--- src/rtl/can_txarb_pkg.sv ---
package can_txarb_pkg;
  typedef enum logic {
    SC_IDLE = 1'b0,
    SC_SCAN = 1'b1
  } scan_st_e;
endpackage

--- src/rtl/can_txarb_dly.sv ---
// Bit-time delay between a bus event and the start of a scan.
module can_txarb_dly #(
  parameter int DLY_W = 5
) (
  input  logic             clk_i,
  input  logic             rst_ni,
  input  logic             load_i,
  input  logic [DLY_W-1:0] dly_i,
  input  logic             tick_i,
  output logic             fire_o
);
  logic             armed_q, armed_d;
  logic [DLY_W-1:0] cnt_q, cnt_d;
  logic             at_zero;

  assign at_zero = (cnt_q == '0);
  assign fire_o  = armed_q & tick_i & at_zero;

  always_comb begin
    armed_d = armed_q;
    cnt_d   = cnt_q;
    if (load_i) begin
      armed_d = 1'b1;
      cnt_d   = dly_i;
    end else if (armed_q && tick_i) begin
      if (at_zero) armed_d = 1'b0;
      else         cnt_d   = cnt_q - DLY_W'(1);
    end
  end

  always_ff @(posedge clk_i or negedge rst_ni) begin
    if (!rst_ni) begin
      armed_q <= 1'b0;
      cnt_q   <= '0;
    end else begin
      armed_q <= armed_d;
      cnt_q   <= cnt_d;
    end
  end
endmodule

--- src/rtl/can_txarb_key.sv ---
// Per-mailbox comparison key; a zero key turns the scan into a lowest-index pick.
module can_txarb_key #(
  parameter int NUM_MB = 8,
  parameter int ID_W   = 29,
  parameter int PRIO_W = 8,
  localparam int KEY_W = ID_W + PRIO_W
) (
  input  logic [NUM_MB*ID_W-1:0]   id_i,
  input  logic [NUM_MB*PRIO_W-1:0] prio_i,
  input  logic                     id_mode_i,
  input  logic                     prio_en_i,
  output logic [NUM_MB*KEY_W-1:0]  key_o
);
  for (genvar g = 0; g < NUM_MB; g++) begin : g_key
    logic [PRIO_W-1:0] prio_part;
    assign prio_part = prio_en_i ? prio_i[g*PRIO_W +: PRIO_W] : '0;
    assign key_o[g*KEY_W +: KEY_W] =
      id_mode_i ? {prio_part, id_i[g*ID_W +: ID_W]} : '0;
  end
endmodule

--- src/rtl/can_txarb_scan.sv ---
// Ascending one-per-cycle scan with restart handling.
module can_txarb_scan
  import can_txarb_pkg::*;
#(
  parameter int NUM_MB = 8,
  parameter int KEY_W  = 37,
  localparam int IDX_W = $clog2(NUM_MB)
) (
  input  logic                    clk_i,
  input  logic                    rst_ni,
  input  logic                    ext_start_i,
  input  logic [NUM_MB-1:0]       active_i,
  input  logic [NUM_MB*KEY_W-1:0] key_i,
  input  logic [NUM_MB-1:0]       wr_i,
  output logic                    busy_o,
  output logic                    win_valid_o,
  output logic [IDX_W-1:0]        win_idx_o
);
  localparam logic [IDX_W-1:0] LAST = IDX_W'(NUM_MB - 1);

  scan_st_e         st_q, st_d;
  logic [IDX_W-1:0] ptr_q, ptr_d;
  logic             tv_q, tv_d;
  logic [IDX_W-1:0] ti_q, ti_d;
  logic [KEY_W-1:0] tk_q, tk_d;
  logic             pend_q, pend_d;
  logic             wv_q, wv_d;
  logic [IDX_W-1:0] wi_q, wi_d;

  logic [KEY_W-1:0] cur_key;
  logic             cur_act, better, best_hit, here_hit, found;

  assign cur_key  = key_i[ptr_q*KEY_W +: KEY_W];
  assign cur_act  = active_i[ptr_q];
  assign better   = cur_act & (~tv_q | (cur_key < tk_q));
  assign best_hit = tv_q & wr_i[ti_q];
  assign here_hit = wr_i[ptr_q];
  assign found    = tv_q | cur_act;

  always_comb begin
    st_d   = st_q;
    ptr_d  = ptr_q;
    tv_d   = tv_q;
    ti_d   = ti_q;
    tk_d   = tk_q;
    pend_d = pend_q;
    wv_d   = wv_q;
    wi_d   = wi_q;
    unique case (st_q)
      SC_IDLE: begin
        if (ext_start_i || (|wr_i)) begin
          st_d   = SC_SCAN;
          ptr_d  = '0;
          tv_d   = 1'b0;
          pend_d = 1'b0;
          wv_d   = 1'b0;
        end
      end
      SC_SCAN: begin
        if (ext_start_i || best_hit) begin
          ptr_d  = '0;
          tv_d   = 1'b0;
          pend_d = 1'b0;
        end else begin
          if (better) begin
            tv_d = 1'b1;
            ti_d = ptr_q;
            tk_d = cur_key;
          end
          if (ptr_q == LAST) begin
            ptr_d = '0;
            if (found) begin
              st_d = SC_IDLE;
              wv_d = 1'b1;
              wi_d = better ? ptr_q : ti_q;
            end else if (pend_q || here_hit) begin
              tv_d   = 1'b0;
              pend_d = 1'b0;
            end else begin
              st_d = SC_IDLE;
            end
          end else begin
            ptr_d  = ptr_q + IDX_W'(1);
            pend_d = pend_q | here_hit;
          end
        end
      end
      default: st_d = SC_IDLE;
    endcase
  end

  always_ff @(posedge clk_i or negedge rst_ni) begin
    if (!rst_ni) begin
      st_q   <= SC_IDLE;
      ptr_q  <= '0;
      tv_q   <= 1'b0;
      ti_q   <= '0;
      tk_q   <= '0;
      pend_q <= 1'b0;
      wv_q   <= 1'b0;
      wi_q   <= '0;
    end else begin
      st_q   <= st_d;
      ptr_q  <= ptr_d;
      tv_q   <= tv_d;
      ti_q   <= ti_d;
      tk_q   <= tk_d;
      pend_q <= pend_d;
      wv_q   <= wv_d;
      wi_q   <= wi_d;
    end
  end

  assign busy_o      = (st_q == SC_SCAN);
  assign win_valid_o = wv_q;
  assign win_idx_o   = wi_q;
endmodule

--- src/rtl/can_txarb_sched.sv ---
module can_txarb_sched #(
  parameter int NUM_MB = 8,
  parameter int ID_W   = 29,
  parameter int PRIO_W = 8,
  parameter int DLY_W  = 5
) (
  input  logic                       clk_i,
  input  logic                       rst_ni,
  input  logic [NUM_MB-1:0]          mb_active_i,
  input  logic [NUM_MB*ID_W-1:0]     mb_id_i,
  input  logic [NUM_MB*PRIO_W-1:0]   mb_prio_i,
  input  logic [NUM_MB-1:0]          mb_wr_i,
  input  logic                       id_mode_i,
  input  logic                       prio_en_i,
  input  logic [DLY_W-1:0]           start_dly_i,
  input  logic                       bit_tick_i,
  input  logic                       crc_seen_i,
  input  logic                       busoff_124_i,
  input  logic                       delim_seen_i,
  input  logic                       wake_i,
  output logic                       busy_o,
  output logic                       win_valid_o,
  output logic [$clog2(NUM_MB)-1:0]  win_idx_o
);
  localparam int KEY_W = ID_W + PRIO_W;

  logic [NUM_MB*KEY_W-1:0] keys;
  logic                    dly_fire;
  logic                    ext_start;

  can_txarb_dly #(.DLY_W(DLY_W)) u_dly (
    .clk_i  (clk_i),
    .rst_ni (rst_ni),
    .load_i (crc_seen_i | busoff_124_i),
    .dly_i  (start_dly_i),
    .tick_i (bit_tick_i),
    .fire_o (dly_fire)
  );

  can_txarb_key #(.NUM_MB(NUM_MB), .ID_W(ID_W), .PRIO_W(PRIO_W)) u_key (
    .id_i      (mb_id_i),
    .prio_i    (mb_prio_i),
    .id_mode_i (id_mode_i),
    .prio_en_i (prio_en_i),
    .key_o     (keys)
  );

  assign ext_start = dly_fire | delim_seen_i | wake_i;

  can_txarb_scan #(.NUM_MB(NUM_MB), .KEY_W(KEY_W)) u_scan (
    .clk_i       (clk_i),
    .rst_ni      (rst_ni),
    .ext_start_i (ext_start),
    .active_i    (mb_active_i),
    .key_i       (keys),
    .wr_i        (mb_wr_i),
    .busy_o      (busy_o),
    .win_valid_o (win_valid_o),
    .win_idx_o   (win_idx_o)
  );
endmodule

--- config.mk ---
export PLATFORM = sky130hd
export DESIGN_NAME = can_txarb_sched
export DESIGN_NICKNAME = d
export VERILOG_FILES = /design/src/rtl/can_txarb_pkg.sv /design/src/rtl/can_txarb_dly.sv /design/src/rtl/can_txarb_key.sv /design/src/rtl/can_txarb_scan.sv /design/src/rtl/can_txarb_sched.sv
export SDC_FILE = /design/constraint.sdc
export NUM_CORES = 1
export LEC_CHECK = 0
export BUFFER_PORTS_ARGS = -buffer_cell sky130_fd_sc_hd__buf_2
export CAP_MARGIN = 0
export CORE_MARGIN = 4
export CORE_UTILIZATION = 42
export CTS_CLUSTER_DIAMETER = 30
export DETAILED_ROUTE_END_ITERATION = 8
export PLACE_DENSITY = 0.8
export SYNTH_ARGS = -nofsm -noshare
export SYNTH_HDL_FRONTEND = slang
export SYNTH_SLANG_ARGS = --single-unit
--- constraint.sdc ---
create_clock -name clk_i -period 5.5 [get_ports clk_i]
set_input_delay 0.275 -clock clk_i [delete_from_list [all_inputs] [get_ports clk_i]]
set_output_delay 0.275 -clock clk_i [all_outputs]
set_load 0.05 [all_outputs]
==> results.json, run 1 <==
{
  "critPathMostFrequentCell": "buf_12",
  "synth-async-reset-ratio_pct": 100,
  "cap_violations": 0,
  "ys_types": 51,
  "finalCriticalPeriod_ps": 4670,
  "final_nets": 1170,
  "cts_buffers": 5,
  "end_kind": "flop",
  "fin_skew_ps": 6.01,
  "cts_resized": 0,
  "cts_hold_buf": 0,
  "gr-usage-all-layers_pct": 22.4,
  "setup_tns_ps": 0,
  "syn_area_sq_um": 5990,
  "use_met2_pct": 40.4,
  "initial_core_util_pct": 43.0,
  "seq_area_frac_synth_pct": 23.4,
  "worst-setup-path-type": "flop to flop",
  "grt_setup_unrepaired": "no",
  "cpLargestDelayFamily": "multiplexers",
  "top_usage_layer": "met2",
  "leakage_nw": 3.68,
  "core_area_sq_um": 13900,
  "setup_viol": 0,
  "layout-drive-gt1-share_pct": 58.7,
  "final_cell_count_no_fill": 990,
  "drv_slew": 0,
  "clk_latency_ps": 290,
  "critPathRequiredTime_ps": 5670,
  "max_stage_delay_ps": 860,
  "p_per_area_nw_per_um2": 190,
  "port_buffers": 330,
  "critical_path_arrival_ps": 4850,
  "hold_slack_ps": 128,
  "crit_buf_inv": 2,
  "h-tree-depth": 2,
  "grtUsageMet3_pct": 4.77,
  "postSynthCellCount": 490,
  "grt-ovfl-total": 0,
  "worst_slew_pin_slew_ps": 987,
  "io_pins": 331,
  "max_freq_mhz": 214,
  "cts_tree": "yes",
  "syn2layout_area_growth_pct": 33.2,
  "post_cts.repair.setup_buffers": 0,
  "via_per_inst": 5.43,
  "yosys_register_bits": 56,
  "hold_viol": 0,
  "dp_cells": 978,
  "routabilityCongestion": 0.846,
  "wl_per_cell_um": 18.9,
  "antenna_found_initial": 4,
  "dpl.hpwl_um": 15900,
  "grt_start_max_net_pins": 75,
  "dr.first_iter.drc_count": 284,
  "synth_ff_type": "dfrtp_1",
  "status": "complete, no violations",
  "grt_util_met1_pct": 27.1,
  "drc": 0,
  "die_y_um": 127,
  "cts_max_path_buffers": 2,
  "dr.pass1.iters": 5,
  "grt_pass1_vias": 5804,
  "synth_edf_count": 0,
  "clkSinkCount": 56,
  "avgSynthCellArea_sq_um": 12.2,
  "r2r_slack_ps": 830,
  "via_count": 5379,
  "clk_transition_reported_paths_ps": 70,
  "finalCritPeriodShare_pct": 85.0,
  "hp-class": "input port to asynchronous set/reset pin",
  "crit_path_top_delay_cell": "dfrtp_4",
  "core.rowCount": 43,
  "ys_warn_count": 0,
  "grt_pass1_wl_um": 29200,
  "synth_nets": 855,
  "cts-root-buf": "clkbuf_16",
  "dieArea_sq_um": 16200,
  "fp.dieW_um": 127,
  "critPathLaunchType": "flop",
  "path_cells": "buf_12, mux4_2, mux2i_1, nor2b_1, ha_1, a21oi_1, o21ai_0, a21o_1, o41a_1, nor4_4, buf_12, mux2_4",
  "vdd_drop_max_mv": 0.161,
  "antenna_left": 0,
  "worstPathMaxFanout": 35,
  "drt_wl_total_um": 18700,
  "slew_headroom_pct": 34.2
}
[final cells by class]
cell class	count	area, sq um
repair buffers	339	1760
well taps	180	225
clock buffers	7	133
fillers	1198	5960
flip-flops and latches	56	1410
diodes	4	10.0
clock inverters	1	5.00
inverters	44	165
multi-input cells	359	4270
[power by group]
part	internal [mW]	total (mW)	switching, mW	leakage [nW]
Combinational	0.392	0.651	0.259	2.90
Clock	0.169	0.310	0.141	0.0679
Sequential	0.487	0.555	0.0683	0.709
Total	1.05	1.52	0.469	3.68
[synthesized netlist by cell type (all sizes together) (2+ instances only)]
cell type | number | area [sq um]
nand2b | 3 | 18.8
clkbuf | 14 | 52.6
mux4 | 80 | 1810
mux2 | 43 | 634
o211ai | 2 | 15.0
nand4 | 8 | 50.1
nand3 | 4 | 20.0
nor4 | 6 | 52.6
a2111oi | 2 | 36.3
a22o | 3 | 26.3
nor3 | 2 | 10.0
or4 | 2 | 15.0
dfrtp | 56 | 1400
a21o | 5 | 37.5
ha | 39 | 488
a21oi | 14 | 70.1
nor2b | 33 | 206
o221ai | 2 | 17.5
o21ai | 17 | 85.1
nor2 | 14 | 52.6
buf | 17 | 98.8
or4b | 2 | 20.0
xor2 | 2 | 17.5
nand2 | 23 | 86.3
inv | 44 | 165
mux2i | 36 | 360
[registers in the layout, indices dropped and copies added (netlist names)]
signal              flops
u_scan.busy_o           1
u_dly.armed_q           1
u_scan.pend_q           1
u_scan.ti_q             3
u_scan.ptr_q            3
u_dly.cnt_q             5
u_scan.tk_q            37
u_scan.tv_q             1
u_scan.win_valid_o      1
u_scan.win_idx_o        3
[cell usage in the layout, fill, tap and decap left out, types with 17 or more instances in the layout]
cell type / count
o21ai_0: 17
ha_1: 39
inv_1: 44
nor2b_1: 33
nand2_1: 23
mux2_4: 40
buf_2: 330
mux4_2: 78
mux2i_1: 36
dfrtp_1: 53
[kinds of logic (layout without fill, tap and decap cells)]
| kind of cell | after synthesis | in the layout | synth area share, % |
|---|---|---|---|
| compound gates | 56 | 56 | 6.42 |
| buf+inv | 75 | 391 | 5.29 |
| xor+xnor | 3 | 3 | 0.439 |
| simple gates | 102 | 102 | 9.49 |
| mux | 159 | 159 | 46.8 |
| flops | 56 | 56 | 23.4 |
| fa+ha+maj | 39 | 39 | 8.15 |
| other cells | 0 | 4 | 0 |
[worst paths after layout]
check	start	endpoint	cells past startpoint
max	u_scan.ptr_q[0]$_DFFE_PN0P_	u_scan.tk_q[9]$_DFFE_PN0P_	12
min	rst_ni	u_scan.tk_q[33]$_DFFE_PN0P_	2
max reg2reg	u_scan.ptr_q[0]$_DFFE_PN0P_	u_scan.tk_q[9]$_DFFE_PN0P_	12
min reg2reg	u_scan.win_valid_o$_DFFE_PN0P_	u_scan.win_valid_o$_DFFE_PN0P_	2
max in group asynchronous	rst_ni	u_scan.ptr_q[1]$_DFFE_PN0P_	2
min in group clk_i	start_dly_i[0]	u_dly.cnt_q[0]$_DFFE_PN0P_	3
[metrics by stage]
step / utilization [%] / power (mW) / area (sq um) / worst slack, ps
after floorplan: - / 0.985 / 5990 / 1200
after global placement: 56.2 / 1.19 / 7830 / 877
after detailed placement: 56.2 / 1.21 / 7830 / 789
after CTS: 57.2 / 1.53 / 7970 / 751
after global routing: 57.2 / 1.63 / 7980 / 455
final: 57.2 / 1.52 / 7980 / 827
[metal layers]
| metal | routed length (um) | vias up |
|---|---|---|
| met4 | 333 | 0 |
| met1 | 6970 | 2570 |
| met5 | 0 | - |
| met2 | 9700 | 256 |
| li1 | - | 2535 |
| met3 | 1710 | 18 |
Power figures use the tool's default switching activity.
==> inputs of run 2 (changes only) <==
--- a/config.mk
+++ b/config.mk
@@ -5,6 +5,7 @@
 export SDC_FILE = /design/constraint.sdc
 export NUM_CORES = 1
 export LEC_CHECK = 0
+export ABC_AREA = 1
 export BUFFER_PORTS_ARGS = -buffer_cell sky130_fd_sc_hd__buf_2
 export CAP_MARGIN = 0
 export CORE_MARGIN = 4
==> constraint.sdc (replaced) <==
create_clock -name clk_i -period 4.54 [get_ports clk_i]
set_input_delay 0.227 -clock clk_i [delete_from_list [all_inputs] [get_ports clk_i]]
set_output_delay 0.227 -clock clk_i [all_outputs]
set_load 0.05 [all_outputs]
==> results.json, run 2 <==
{
  "p_per_area_nw_per_um2": 232,
  "core.rowCount": 43,
  "synth_top_area_share_pct": 23.0,
  "final_nets": 1655,
  "core_area_sq_um": 14000,
  "wl_per_cell_um": 15.4,
  "cts_buffers": 5,
  "clk_transition_reported_paths_ps": 80,
  "avgSynthCellArea_sq_um": 6.04,
  "path_cells": "buf_12, o21ai_0, o221a_1, a211oi_1, ha_1, a21oi_1, o21ai_0, nor2_1, nand2_1, a21oi_1, nand2_1, nand2_2, nand3_4, inv_4, nand2_1, nand2_1",
  "antenna_found_initial": 0,
  "cpLargestDelayFamily": "compound AO/OA/AOI/OAI gates",
  "finalCritPeriodShare_pct": 89.8,
  "initial_core_util_pct": 43.5,
  "post_cts.repair.setup_buffers": 0,
  "final_common_cell": "buf_2",
  "end_kind": "flop",
  "cts_hold_buf": 0,
  "grt_setup_unrepaired": "no",
  "ys_types": 36,
  "cap_violations": 0,
  "synth_edf_count": 0,
  "grt_start_max_net_pins": 126,
  "crit_buf_inv": 2,
  "critPathLaunchType": "flop",
  "clkSinkCount": 56,
  "critPathRequiredTime_ps": 4770,
  "dieArea_sq_um": 16500,
  "worst-setup-path-type": "flop to flop",
  "max_freq_mhz": 245,
  "finalCriticalPeriod_ps": 4080,
  "ys_top_cells_by_count": "nand2_1, nor2_1, o21ai_0, inv_1, dfrtp_1",
  "crit_path_top_delay_cell": "dfrtp_4",
  "setup_tns_ps": 0,
  "final_cell_count_no_fill": 1471,
  "ys_warn_count": 0,
  "drt_wl_total_um": 22700,
  "critPathMostFrequentCell": "nand2_1",
  "slew_headroom_pct": 49.2,
  "hp-class": "input port to asynchronous set/reset pin",
  "postSynthCellCount": 1010,
  "critical_path_arrival_ps": 4310,
  "worst_slew_pin_slew_ps": 762,
  "synth_top_family_by_area": "simple AND/OR/NAND/NOR gates",
  "largest_register": "u_scan.tk_q",
  "synth_area_leader_cell": "dfrtp_1",
  "syn_area_sq_um": 6100,
  "grt_pass1_vias": 7413,
  "mostFrequentLayoutCells": "buf_2, nand2_1, nor2_1",
  "syn2layout_area_growth_pct": 30.5,
  "h-tree-depth": 2,
  "fp.dieW_um": 129,
  "cts_tree": "yes",
  "grt_pass1_wl_um": 35000,
  "seq_area_frac_synth_pct": 23.0,
  "status": "complete, no violations",
  "yosys_register_bits": 56,
  "worstPathMaxFanout": 125,
  "setup_viol": 0,
  "layout-drive-gt1-share_pct": 28.7,
  "dp_cells": 1463,
  "grt-ovfl-total": 0,
  "fin_skew_ps": 11.1,
  "synth_compound_area_share_pct": 27.2,
  "synth_ff_type": "dfrtp_1",
  "largest_reg_flops": 37,
  "io_pins": 331,
  "synth-async-reset-ratio_pct": 100,
  "hold_viol": 0,
  "dpl.hpwl_um": 17400,
  "via_per_inst": 5.38,
  "die_y_um": 129,
  "cts-root-buf": "clkbuf_16",
  "synth_nets": 1375,
  "drv_slew": 0,
  "cts_resized": 0,
  "gr-usage-all-layers_pct": 25.6,
  "drc": 0,
  "reg_top3": "u_scan.tk_q (37), u_dly.cnt_q (5)",
  "leakage_nw": 4.20,
  "num_antenna_cells": 0,
  "cts_max_path_buffers": 2,
  "max_stage_delay_ps": 670,
  "routabilityCongestion": 0.913,
  "port_buffers": 330,
  "synth_fa_ha_area_share_pct": 8.00,
  "dr.first_iter.drc_count": 742,
  "dr.pass1.iters": 5,
  "yosys.area_share.simple_pct": 32.3,
  "via_count": 7911,
  "clk_latency_ps": 300,
  "synth_most_common_cell": "nand2_1",
  "synthMuxAreaShare_pct": 0,
  "synth_area_leaders": "dfrtp_1, nand2_1, nor2_1",
  "synth_xor_xnor_area_share_pct": 0,
  "antenna_left": 0,
  "vdd_drop_max_mv": 0.178
}
run 2: cell type report:
cell class                      count  area [sq um]
Timing Repair Buffer              343          1790
Tap cell                          180           225
Clock inverter                      2          38.8
Fill cell                        1392          6070
Multi-Input combinational cell    819          4120
Clock buffer                        6           139
Sequential cell                    56          1410
Inverter                           65           249
run 2: logic make-up (layout without fill, tap and decap cells):
logic type | Yosys count | in the layout
compound gates | 277 | 277
buf+inv | 135 | 416
fa+ha+maj | 39 | 39
simple gates | 503 | 503
flops | 56 | 56
run 2: report_power, final:
group	internal, mW	switching, mW	total (mW)
registers	0.581	0.0547	0.636
clock network	0.277	0.188	0.465
logic	0.322	0.428	0.750
total	1.18	0.670	1.85
run 2: worst paths after layout:
| check | from | end | slack [ps] | depth (start not counted) |
|---|---|---|---|---|
| setup reg to reg | u_scan.ptr_q[0]$_DFFE_PN0P_ | u_scan.tk_q[4]$_DFFE_PN0P_ | 460 | 16 |
| hold / removal | rst_ni | u_scan.tk_q[34]$_DFFE_PN0P_ | 70 | 2 |
| hold reg to reg | u_scan.tk_q[2]$_DFFE_PN0P_ | u_scan.tk_q[2]$_DFFE_PN0P_ | 480 | 2 |
| setup / recovery | u_scan.ptr_q[0]$_DFFE_PN0P_ | u_scan.tk_q[4]$_DFFE_PN0P_ | 460 | 16 |
| max in group asynchronous | rst_ni | u_scan.ptr_q[0]$_DFFE_PN0P_ | 3880 | 2 |
| min in group clk_i | start_dly_i[4] | u_dly.cnt_q[4]$_DFFE_PN0P_ | 170 | 3 |
run 2: metal layers:
metal / part of all wire (%) / vias up / global-route usage [%]
met5: 0 / - / 0
met4: 1.8 / 0 / 6.11
met3: 8.9 / 30 / 4.28
met2: 49 / 353 / 45.5
met1: 40 / 3563 / 32.4
li1: - / 3965 / -
run 2: metrics by stage:
stage / hold WS, ps / cell area, sq um / utilization, % / power, mW / setup slack (ps)
6_report: 68.3 / 7970 / 56.7 / 1.85 / 462
5_1_grt: 152 / 7970 / 56.7 / 2.01 / 189
4_1_cts: 121 / 7970 / 56.7 / 1.86 / 522
3_5_place_dp: 430 / 7790 / 55.5 / 1.39 / 591
3_3_place_gp: 431 / 7790 / 55.5 / 1.37 / 669
2_1_floorplan: -68.6 / 6100 / - / 1.12 / 1550
